$ cat config.mk
export PLATFORM = sky130hd
export DESIGN_NAME = ata_taskfile_regs
export DESIGN_NICKNAME = d
export VERILOG_FILES = /design/src/rtl/tfr_pkg.sv /design/src/rtl/tfr_decode.sv /design/src/rtl/tfr_regfile.sv /design/src/rtl/tfr_status.sv /design/src/rtl/ata_taskfile_regs.sv
export SDC_FILE = /design/constraint.sdc
export NUM_CORES = 1
export LEC_CHECK = 0
export CAP_MARGIN = 20
export CORE_ASPECT_RATIO = 0.9
export CORE_MARGIN = 5
export CORE_UTILIZATION = 54
export CTS_CLUSTER_DIAMETER = 120
export DETAILED_ROUTE_END_ITERATION = 8
export PLACE_DENSITY = 0.81
export SLEW_MARGIN = 20
export SYNTH_ARGS = -nofsm -noshare
export SYNTH_HDL_FRONTEND = slang
export SYNTH_HIERARCHICAL = 1
export SYNTH_SLANG_ARGS = --single-unit
$ cat constraint.sdc
create_clock -name clk -period 6.33 [get_ports clk]
set_clock_uncertainty 0.2 [all_clocks]
set_input_delay 1.266 -clock clk [delete_from_list [all_inputs] [get_ports clk]]
set_output_delay 1.266 -clock clk [all_outputs]
set_load 0.005 [all_outputs]
$ cat src/rtl/tfr_pkg.sv
package tfr_pkg;

    localparam int TF_ADDR_W = 3;
    localparam int TF_DATA_W = 16;
    localparam int TF_REG_W  = 8;
    localparam int TF_LBA_W  = 4 + 3 * TF_REG_W;

    // command-block offsets
    localparam logic [TF_ADDR_W-1:0] OFS_DATA  = 3'd0;
    localparam logic [TF_ADDR_W-1:0] OFS_EFEAT = 3'd1;
    localparam logic [TF_ADDR_W-1:0] OFS_SCNT  = 3'd2;
    localparam logic [TF_ADDR_W-1:0] OFS_SNUM  = 3'd3;
    localparam logic [TF_ADDR_W-1:0] OFS_CYLLO = 3'd4;
    localparam logic [TF_ADDR_W-1:0] OFS_CYLHI = 3'd5;
    localparam logic [TF_ADDR_W-1:0] OFS_DRVHD = 3'd6;
    localparam logic [TF_ADDR_W-1:0] OFS_STCMD = 3'd7;
    // control-block offset
    localparam logic [TF_ADDR_W-1:0] OFS_DCTL  = 3'd2;

    // status bit positions
    localparam int ST_BSY  = 7;
    localparam int ST_DRDY = 6;
    localparam int ST_SEEK = 4;
    localparam logic [TF_REG_W-1:0] ST_READY = TF_REG_W'((1 << ST_DRDY) | (1 << ST_SEEK));
    localparam logic [TF_REG_W-1:0] ST_BUSY  = TF_REG_W'(1 << ST_BSY);

    // device-control and drive/head bit positions
    localparam int DC_SRST = 2;
    localparam int DC_NIEN = 1;
    localparam int DH_DEV  = 4;
    localparam int DH_LBA  = 6;

    typedef struct packed {
        logic data;
        logic feat;
        logic scnt;
        logic snum;
        logic cyllo;
        logic cylhi;
        logic drvhd;
        logic cmd;
        logic devctl;
    } tfr_wr_t;

    typedef enum logic [3:0] {
        RS_NONE, RS_DATA, RS_ERROR, RS_SCNT, RS_SNUM,
        RS_CYLLO, RS_CYLHI, RS_DRVHD, RS_STATUS, RS_ALTST
    } tfr_rsel_t;

    typedef struct packed {
        logic [TF_DATA_W-1:0] data;
        logic [TF_REG_W-1:0]  feat;
        logic [TF_REG_W-1:0]  scnt;
        logic [TF_REG_W-1:0]  snum;
        logic [TF_REG_W-1:0]  cyllo;
        logic [TF_REG_W-1:0]  cylhi;
        logic [TF_REG_W-1:0]  drvhd;
    } tfr_regs_t;

    localparam tfr_regs_t TFR_INIT = '{
        data: '0, feat: '0, scnt: TF_REG_W'(1), snum: TF_REG_W'(1),
        cyllo: '0, cylhi: '0, drvhd: '0
    };

    function automatic logic [TF_LBA_W-1:0] make_lba(input tfr_regs_t r);
        return {r.drvhd[3:0], r.cylhi, r.cyllo, r.snum};
    endfunction

endpackage

$ cat src/rtl/tfr_decode.sv
module tfr_decode
    import tfr_pkg::*;
#(
    parameter int DEV_ID = 0
) (
    input  logic                 cs_cmd,
    input  logic                 cs_ctl,
    input  logic [TF_ADDR_W-1:0] addr,
    input  logic                 wr_en,
    input  logic                 rd_en,
    input  logic                 drvhd_dev,
    output tfr_wr_t              wr,
    output tfr_rsel_t            rsel,
    output logic                 stat_rd,
    output logic                 dev_match
);

    localparam logic MY_DEV = DEV_ID[0];

    always_comb begin
        dev_match = (drvhd_dev == MY_DEV);
        wr        = '0;
        rsel      = RS_NONE;

        if (cs_cmd && wr_en) begin
            if (addr == OFS_DRVHD) begin
                wr.drvhd = 1'b1;
            end else if (dev_match) begin
                unique case (addr)
                    OFS_DATA:  wr.data  = 1'b1;
                    OFS_EFEAT: wr.feat  = 1'b1;
                    OFS_SCNT:  wr.scnt  = 1'b1;
                    OFS_SNUM:  wr.snum  = 1'b1;
                    OFS_CYLLO: wr.cyllo = 1'b1;
                    OFS_CYLHI: wr.cylhi = 1'b1;
                    OFS_STCMD: wr.cmd   = 1'b1;
                    default:   wr       = '0;
                endcase
            end
        end else if (cs_ctl && wr_en && addr == OFS_DCTL) begin
            wr.devctl = 1'b1;
        end

        if (rd_en && dev_match) begin
            if (cs_cmd) begin
                unique case (addr)
                    OFS_DATA:  rsel = RS_DATA;
                    OFS_EFEAT: rsel = RS_ERROR;
                    OFS_SCNT:  rsel = RS_SCNT;
                    OFS_SNUM:  rsel = RS_SNUM;
                    OFS_CYLLO: rsel = RS_CYLLO;
                    OFS_CYLHI: rsel = RS_CYLHI;
                    OFS_DRVHD: rsel = RS_DRVHD;
                    default:   rsel = RS_STATUS;
                endcase
            end else if (cs_ctl && addr == OFS_DCTL) begin
                rsel = RS_ALTST;
            end
        end

        stat_rd = (rsel == RS_STATUS);
    end

endmodule

$ cat src/rtl/tfr_regfile.sv
module tfr_regfile
    import tfr_pkg::*;
(
    input  logic                 clk,
    input  logic                 rst,
    input  tfr_wr_t              wr,
    input  logic [TF_DATA_W-1:0] wdata,
    input  logic                 soft_clear,
    output tfr_regs_t            regs,
    output logic [TF_LBA_W-1:0]  lba,
    output logic                 lba_mode
);

    logic [TF_REG_W-1:0] wbyte;
    assign wbyte = wdata[TF_REG_W-1:0];

    always_ff @(posedge clk) begin
        if (rst || soft_clear) begin
            regs <= TFR_INIT;
        end else begin
            if (wr.data)  regs.data  <= wdata;
            if (wr.feat)  regs.feat  <= wbyte;
            if (wr.scnt)  regs.scnt  <= wbyte;
            if (wr.snum)  regs.snum  <= wbyte;
            if (wr.cyllo) regs.cyllo <= wbyte;
            if (wr.cylhi) regs.cylhi <= wbyte;
            if (wr.drvhd) regs.drvhd <= wbyte;
        end
    end

    assign lba      = make_lba(regs);
    assign lba_mode = regs.drvhd[DH_LBA];

    AST_LBA_TRACKS_SNUM: assert property (@(posedge clk) disable iff (rst)
        (wr.snum && !soft_clear) |=> (lba[TF_REG_W-1:0] == $past(wbyte)))
        else $error("sector number write not reflected in lba");

endmodule

$ cat src/rtl/tfr_status.sv
module tfr_status
    import tfr_pkg::*;
(
    input  logic                clk,
    input  logic                rst,
    input  logic                wr_cmd,
    input  logic                wr_devctl,
    input  logic [TF_REG_W-1:0] wbyte,
    input  logic                stat_rd,
    input  logic                cmd_done,
    output logic [TF_REG_W-1:0] status,
    output logic                irq,
    output logic                srst_q,
    output logic                nien_q,
    output logic                cmd_start,
    output logic [TF_REG_W-1:0] cmd_code,
    output logic                soft_clear
);

    logic busy;
    assign busy       = status[ST_BSY];
    assign soft_clear = wr_devctl && srst_q && !wbyte[DC_SRST];

    always_ff @(posedge clk) begin
        if (rst) begin
            status    <= ST_READY;
            irq       <= 1'b0;
            srst_q    <= 1'b0;
            nien_q    <= 1'b0;
            cmd_start <= 1'b0;
            cmd_code  <= '0;
        end else begin
            cmd_start <= 1'b0;
            if (stat_rd) irq <= 1'b0;
            if (wr_devctl) begin
                srst_q <= wbyte[DC_SRST];
                nien_q <= wbyte[DC_NIEN];
            end

            if (wr_devctl && wbyte[DC_SRST]) begin
                status <= ST_BUSY;
                irq    <= 1'b0;
            end else if (soft_clear) begin
                status <= ST_READY;
                irq    <= 1'b0;
            end else if (srst_q) begin
                status <= ST_BUSY;
            end else if (wr_cmd && !busy) begin
                status    <= ST_BUSY;
                cmd_start <= 1'b1;
                cmd_code  <= wbyte;
            end else if (cmd_done && busy) begin
                status <= ST_READY;
                if (!nien_q) irq <= 1'b1;
            end
        end
    end

    AST_START_ONE_CYCLE: assert property (@(posedge clk) disable iff (rst)
        cmd_start |=> !cmd_start)
        else $error("cmd_start longer than one cycle");

    AST_START_BUSY: assert property (@(posedge clk) disable iff (rst)
        cmd_start |-> busy)
        else $error("cmd_start without BSY");

    AST_DONE_READY: assert property (@(posedge clk) disable iff (rst)
        (cmd_done && busy && !srst_q && !wr_devctl) |=> (status == ST_READY))
        else $error("completion did not load ready status");

    AST_IRQ_MASKED: assert property (@(posedge clk) disable iff (rst)
        $rose(irq) |-> !$past(nien_q))
        else $error("irq raised while disabled");

    AST_STATUS_READ_CLEARS: assert property (@(posedge clk) disable iff (rst)
        (stat_rd && !(cmd_done && busy)) |=> !irq)
        else $error("status read did not clear irq");

    AST_SRST_BUSY: assert property (@(posedge clk) disable iff (rst)
        (srst_q && !(wr_devctl && !wbyte[DC_SRST])) |=> busy)
        else $error("BSY dropped during soft reset");

endmodule

$ cat src/rtl/ata_taskfile_regs.sv
module ata_taskfile_regs
    import tfr_pkg::*;
#(
    parameter int DEV_ID = 0
) (
    input  logic        clk,
    input  logic        rst,
    input  logic        cs_cmd,
    input  logic        cs_ctl,
    input  logic [2:0]  addr,
    input  logic        wr_en,
    input  logic        rd_en,
    input  logic [15:0] wdata,
    output logic [15:0] rdata,
    input  logic        cmd_done,
    output logic        cmd_start,
    output logic [7:0]  cmd_code,
    output logic        irq,
    output logic        soft_rst,
    output logic        int_disable,
    output logic [27:0] lba,
    output logic        lba_mode
);

    localparam logic [TF_REG_W-1:0] ERR_VALUE = '0;

    tfr_wr_t             wr;
    tfr_rsel_t           rsel;
    logic                stat_rd;
    logic                dev_match;
    tfr_regs_t           regs;
    logic [TF_REG_W-1:0] status;
    logic                soft_clear;

    tfr_decode #(.DEV_ID(DEV_ID)) u_decode (
        .cs_cmd    (cs_cmd),
        .cs_ctl    (cs_ctl),
        .addr      (addr),
        .wr_en     (wr_en),
        .rd_en     (rd_en),
        .drvhd_dev (regs.drvhd[DH_DEV]),
        .wr        (wr),
        .rsel      (rsel),
        .stat_rd   (stat_rd),
        .dev_match (dev_match)
    );

    tfr_regfile u_regfile (
        .clk        (clk),
        .rst        (rst),
        .wr         (wr),
        .wdata      (wdata),
        .soft_clear (soft_clear),
        .regs       (regs),
        .lba        (lba),
        .lba_mode   (lba_mode)
    );

    tfr_status u_status (
        .clk        (clk),
        .rst        (rst),
        .wr_cmd     (wr.cmd),
        .wr_devctl  (wr.devctl),
        .wbyte      (wdata[TF_REG_W-1:0]),
        .stat_rd    (stat_rd),
        .cmd_done   (cmd_done),
        .status     (status),
        .irq        (irq),
        .srst_q     (soft_rst),
        .nien_q     (int_disable),
        .cmd_start  (cmd_start),
        .cmd_code   (cmd_code),
        .soft_clear (soft_clear)
    );

    always_comb begin
        unique case (rsel)
            RS_DATA:   rdata = regs.data;
            RS_ERROR:  rdata = TF_DATA_W'(ERR_VALUE);
            RS_SCNT:   rdata = TF_DATA_W'(regs.scnt);
            RS_SNUM:   rdata = TF_DATA_W'(regs.snum);
            RS_CYLLO:  rdata = TF_DATA_W'(regs.cyllo);
            RS_CYLHI:  rdata = TF_DATA_W'(regs.cylhi);
            RS_DRVHD:  rdata = TF_DATA_W'(regs.drvhd);
            RS_STATUS,
            RS_ALTST:  rdata = TF_DATA_W'(status);
            default:   rdata = '0;
        endcase
    end

    AST_UNSELECTED_SILENT: assert property (@(posedge clk) disable iff (rst)
        !dev_match |-> (rdata == '0 && !wr.cmd))
        else $error("unselected device responded");

endmodule

Yosys cells after proc, flatten, opt, wreduce, memory -nomap -nowiden
Cells that the tools add are included.
Word-level totals
  bits in registers: 71
  logic and storage cells: 80
  output and inout bits: 57
Operators by class
  multiplexer cells: 30
  equal/unequal tests: 15
  reduce and logical (&&, ||, !) cells: 19
  bitwise operators: 4
Operators with widths (number)
  $pmux W16 S7: 1
  $mux W8: 6
  $pmux W4 S7: 1
  $eq A4 B3 Y1 const B: 4
  $mux W1: 16
  $eq A3 B3 Y1 const B: 4
  $mux W4: 3
  $logic_and A1 B1 Y1: 10
  $mux W9: 1
  $eq A4 B4 Y1 const B: 2
  $eq A3 B2 Y1 const B: 2
  $mux W6: 1
  $reduce_bool A5 Y1: 1
  $eq A4 B1 Y1 const B: 1
  $eq A4 B2 Y1 const B: 1
  $not A1 Y1: 4
  $reduce_and A4 Y1: 1
  $reduce_or A4 Y1: 1
  $eq A3 B1 Y1 const B: 1
  $logic_not A3 Y1: 1
  $reduce_or A3 Y1: 1
  $logic_not A1 Y1: 2
  $mux W2: 1
  $reduce_or A2 Y1: 1
  $logic_or A1 B1 Y1: 1

Longest topological paths before layout
  depth after elaboration: 11
  mapped depth: 10

Modules after synthesis
The synthesis kept the hierarchy.
By module, submodules not included
  tfr_regfile: area each 2531.2 um2, times used 1, cells each 237
  tfr_status: area each 658.1 um2, times used 1, cells each 69
  ata_taskfile_regs: area each 516.7 um2, times used 1, cells each 65
  tfr_decode: area each 260.2 um2, times used 1, cells each 34

Worst setup path before layout
No wires, ideal clock.
  kind: input -> output
  start: input addr[2]
  end: output rdata[1]
  stages on the path: 7
  path slack: 2.111 ns
  data required time: 4.864 ns
  buffers on the path: 2
  data arrival time: 2.753 ns
  cells stage by stage: buf_6 > nor4b_2 > o2111a_1 > and3b_1 > buf_6 > a22o_1 > a221o_1
Between the ends
  cells in the longest elaborated chain, start to end: 8
  elaborated cells on any way between the ends: 22
  classes of those cells: eq/ne: 14; mux: 5; reduce/logical: 3
RTL lines
  start: declaration: line ata_taskfile_regs.sv:10  | input logic [2:0] addr,
  parallel branches: the longest is 3 deep, another holds $pmux W4 S7
  $mux W4 (*): line tfr_decode.sv:45  | if (cs_cmd) begin
  $mux W4 (*): line tfr_decode.sv:44  | if (rd_en && dev_match) begin
  net rsel[3]: line ata_taskfile_regs.sv:28  | tfr_rsel_t rsel;
  $eq A4 B4 Y1: line ata_taskfile_regs.sv:77  | unique case (rsel)
  $reduce_or A2 Y1: line ata_taskfile_regs.sv:77
  $pmux W16 S7 (*): line ata_taskfile_regs.sv:77
  end: declaration: line ata_taskfile_regs.sv:14  | output logic [15:0] rdata,
Mark *: on every way through the listed nets, which the timed path passes.

Worst setup path in the final report
  start: input addr[1]
  end: output rdata[3]
Same word-level chain as after synthesis.

==> qor.yml <==
sta:
  setup_viol: 0
  finalCriticalPeriod_ns: 5.563
  finalSetupTns_ns: 0
  fin_crit_sh_pct: 87.88
  relSlewSlack_pct: 21.64
  tightest_slew_ns: 1.171
  slew_viol_final: 0
  max_freq_ghz: 0.1798
  finalHoldViolCount: 0
  grt_setup_unrepaired: "no"
global_routing:
  grt_use_met2_pct: 32.39
  grt_max_degree: 57
  antenna_found_initial: 0
  met3_usage_pct: 5.359
  first_global_vias: 2742
  grt_usage_pct: 20.81
  grt-busiest-layer: "met2"
  grt_pass1_wl_um: 14170
  use_met1_pct: 28.72
  grt-ovfl-total: 0
cts:
  cts_buffers: 9
  cts.sinks: 70
  clockBufferDepth: 2
  htreeDepth: 3
  cts_tree: "done"
  cts_hold_buf: 0
  clkTransAtPathRegs_ns: 0.07
  cts-resized-gates: 0
  postCtsSetupBuffers: 0
  cts_root_buf: "clkbuf_8"
  insertion_delay_ns: 0.34
run:
  drv_cap: 0
final_layout:
  drive_above_1_share_pct: 8.471
  nNetsFinal: 446
  area_growth_pct: 18.56
  layout_common_cells: "82 x clkdlybuf4s50_1, 70 x dfxtp_1, 69 x mux2i_1, 65 x nor2_1, 18 x nand2b_1"
  final_common_cell: "clkdlybuf4s50_1"
  insertedDiodeCount: 0
critical_path:
  slowest_stage: "clkdlybuf4s50_1"
  worstSetupPathType: "input pin to output pin"
  path_cells: "clkdlybuf4s50_1 > nand3b_4 > a2111oi_4 > nor3b_2 > buf_4 > a22oi_1 > o221ai_1 > clkdlybuf4s50_1"
  crit_top_cell: "clkdlybuf4s50_1"
  cp_data_arrival_time_ns: 4.10
  crit_fanout: 10
  end_kind: "output pin"
  max_stage_delay_ns: 0.73
  cp.required_ns: 4.86
  r2r_slack_ns: 4.07
  startpoint_type: "input pin"
pwr:
  seqPwrFrac_pct: 53.1
  leakage_nw: 1.510
  p_comb_share_pct: 10.3
  switching_power_uw: 210.2
  intPower_uw: 640.3
  ir_worst_vdd_mv: 0.1418
  p_clk_share_pct: 36.6
  total_power_uw: 850.5
  switching_share_pct: 24.72
  pwr_density_cell_nw_per_um2: 194.5
place:
  port_buffers: 82
  post-dp-hpwl_um: 6202
  place.gp.congestion: 0.8557
route:
  drtIter0Drc: 158
  antenna_left: 0
  routed_via_density: 5.487
  dr.pass1.iters: 4
  wl_per_cell_um: 16.97
  routed_wirelength_um: 8741
  vias: 2826
  drt_drc_violations_left: 0
floorplanning:
  start_util_pct: 55.69
  num_rows: 28
  die-area_um2: 8584
  core_area_um2: 6621
  die_h_um: 88.40
  die_w_um: 97.11
  io_pins: 83
synth:
  synth_area_um2: 3687
  avgSynthCellArea_um2: 9.729
  netlist_instances: 379
  yosysWarnings: 6
status:
  status: "complete, no violations"
min_path:
  hold_class: "register to register"
power by group through the flow:
stage	clock (mW)	combinational, mW	sequential, mW
floorplan	0	0.0561	0.461
detailed placement	0	0.0867	0.462
CTS	0.316	0.0871	0.452
global route	0.338	0.0954	0.452
finish	0.311	0.0873	0.452
global placement	0	0.0847	0.462
stage by stage:
stage / cell area (um2) / hold slack (ns) / worst slack (ns) / cells / utilization [%]
after global routing: 4372 / 0.3109 / 0.5449 / 515 / 66.02
after CTS: 4369 / 0.2856 / 0.7765 / 515 / 65.99
after global placement: 4199 / 0.2627 / 0.8610 / 499 / 63.42
after detailed placement: 4202 / 0.2739 / 0.7969 / 499 / 63.45
after floorplan: 3702 / 0.2521 / 2.111 / 383 / -
final: 4372 / 0.2800 / 0.7674 / 515 / 66.02
layout make-up:
class | count | area [um2]
fill | 537 | 2250
multi-input combinational | 245 | 1805
sequential | 70 | 1401
inverter | 7 | 26.28
clock buffer | 12 | 145.1
timing repair buffer | 87 | 858.3
clock inverter | 4 | 22.52
tap | 90 | 112.6
sequential cells by signal (all words and copies together), names as in the netlist:
| register | cells |
|---|---|
| u_status/status | 2 |
| u_status/cmd_start | 1 |
| u_status/cmd_code | 8 |
| u_regfile/lba_mode | 1 |
| u_status/nien_q | 1 |
| u_regfile/lba | 28 |
| u_status/srst_q | 1 |
| u_regfile/regs | 27 |
| u_status/irq | 1 |
final timing paths:
check,start,endpoint,cells after the start
max,addr[1],rdata[3],8
max reg2reg,u_regfile/regs[4],u_regfile/lba[22],4
min,u_status/cmd_code[3],u_status/cmd_code[3],2
min reg2reg,u_status/cmd_code[3],u_status/cmd_code[3],2
routing by layer:
layer  wire [um]  vias up
met2        4072       94
met3         583       11
met5           0        -
met1        3962     1363
met4         124        0
li1            -     1358
critical path, delay by kind of cell:
kind            cells  cell delay (ns)
simple gates        2             0.64
compound gates      3             0.66
buf+inv             3             1.52
Power figures use the tool's default switching activity.
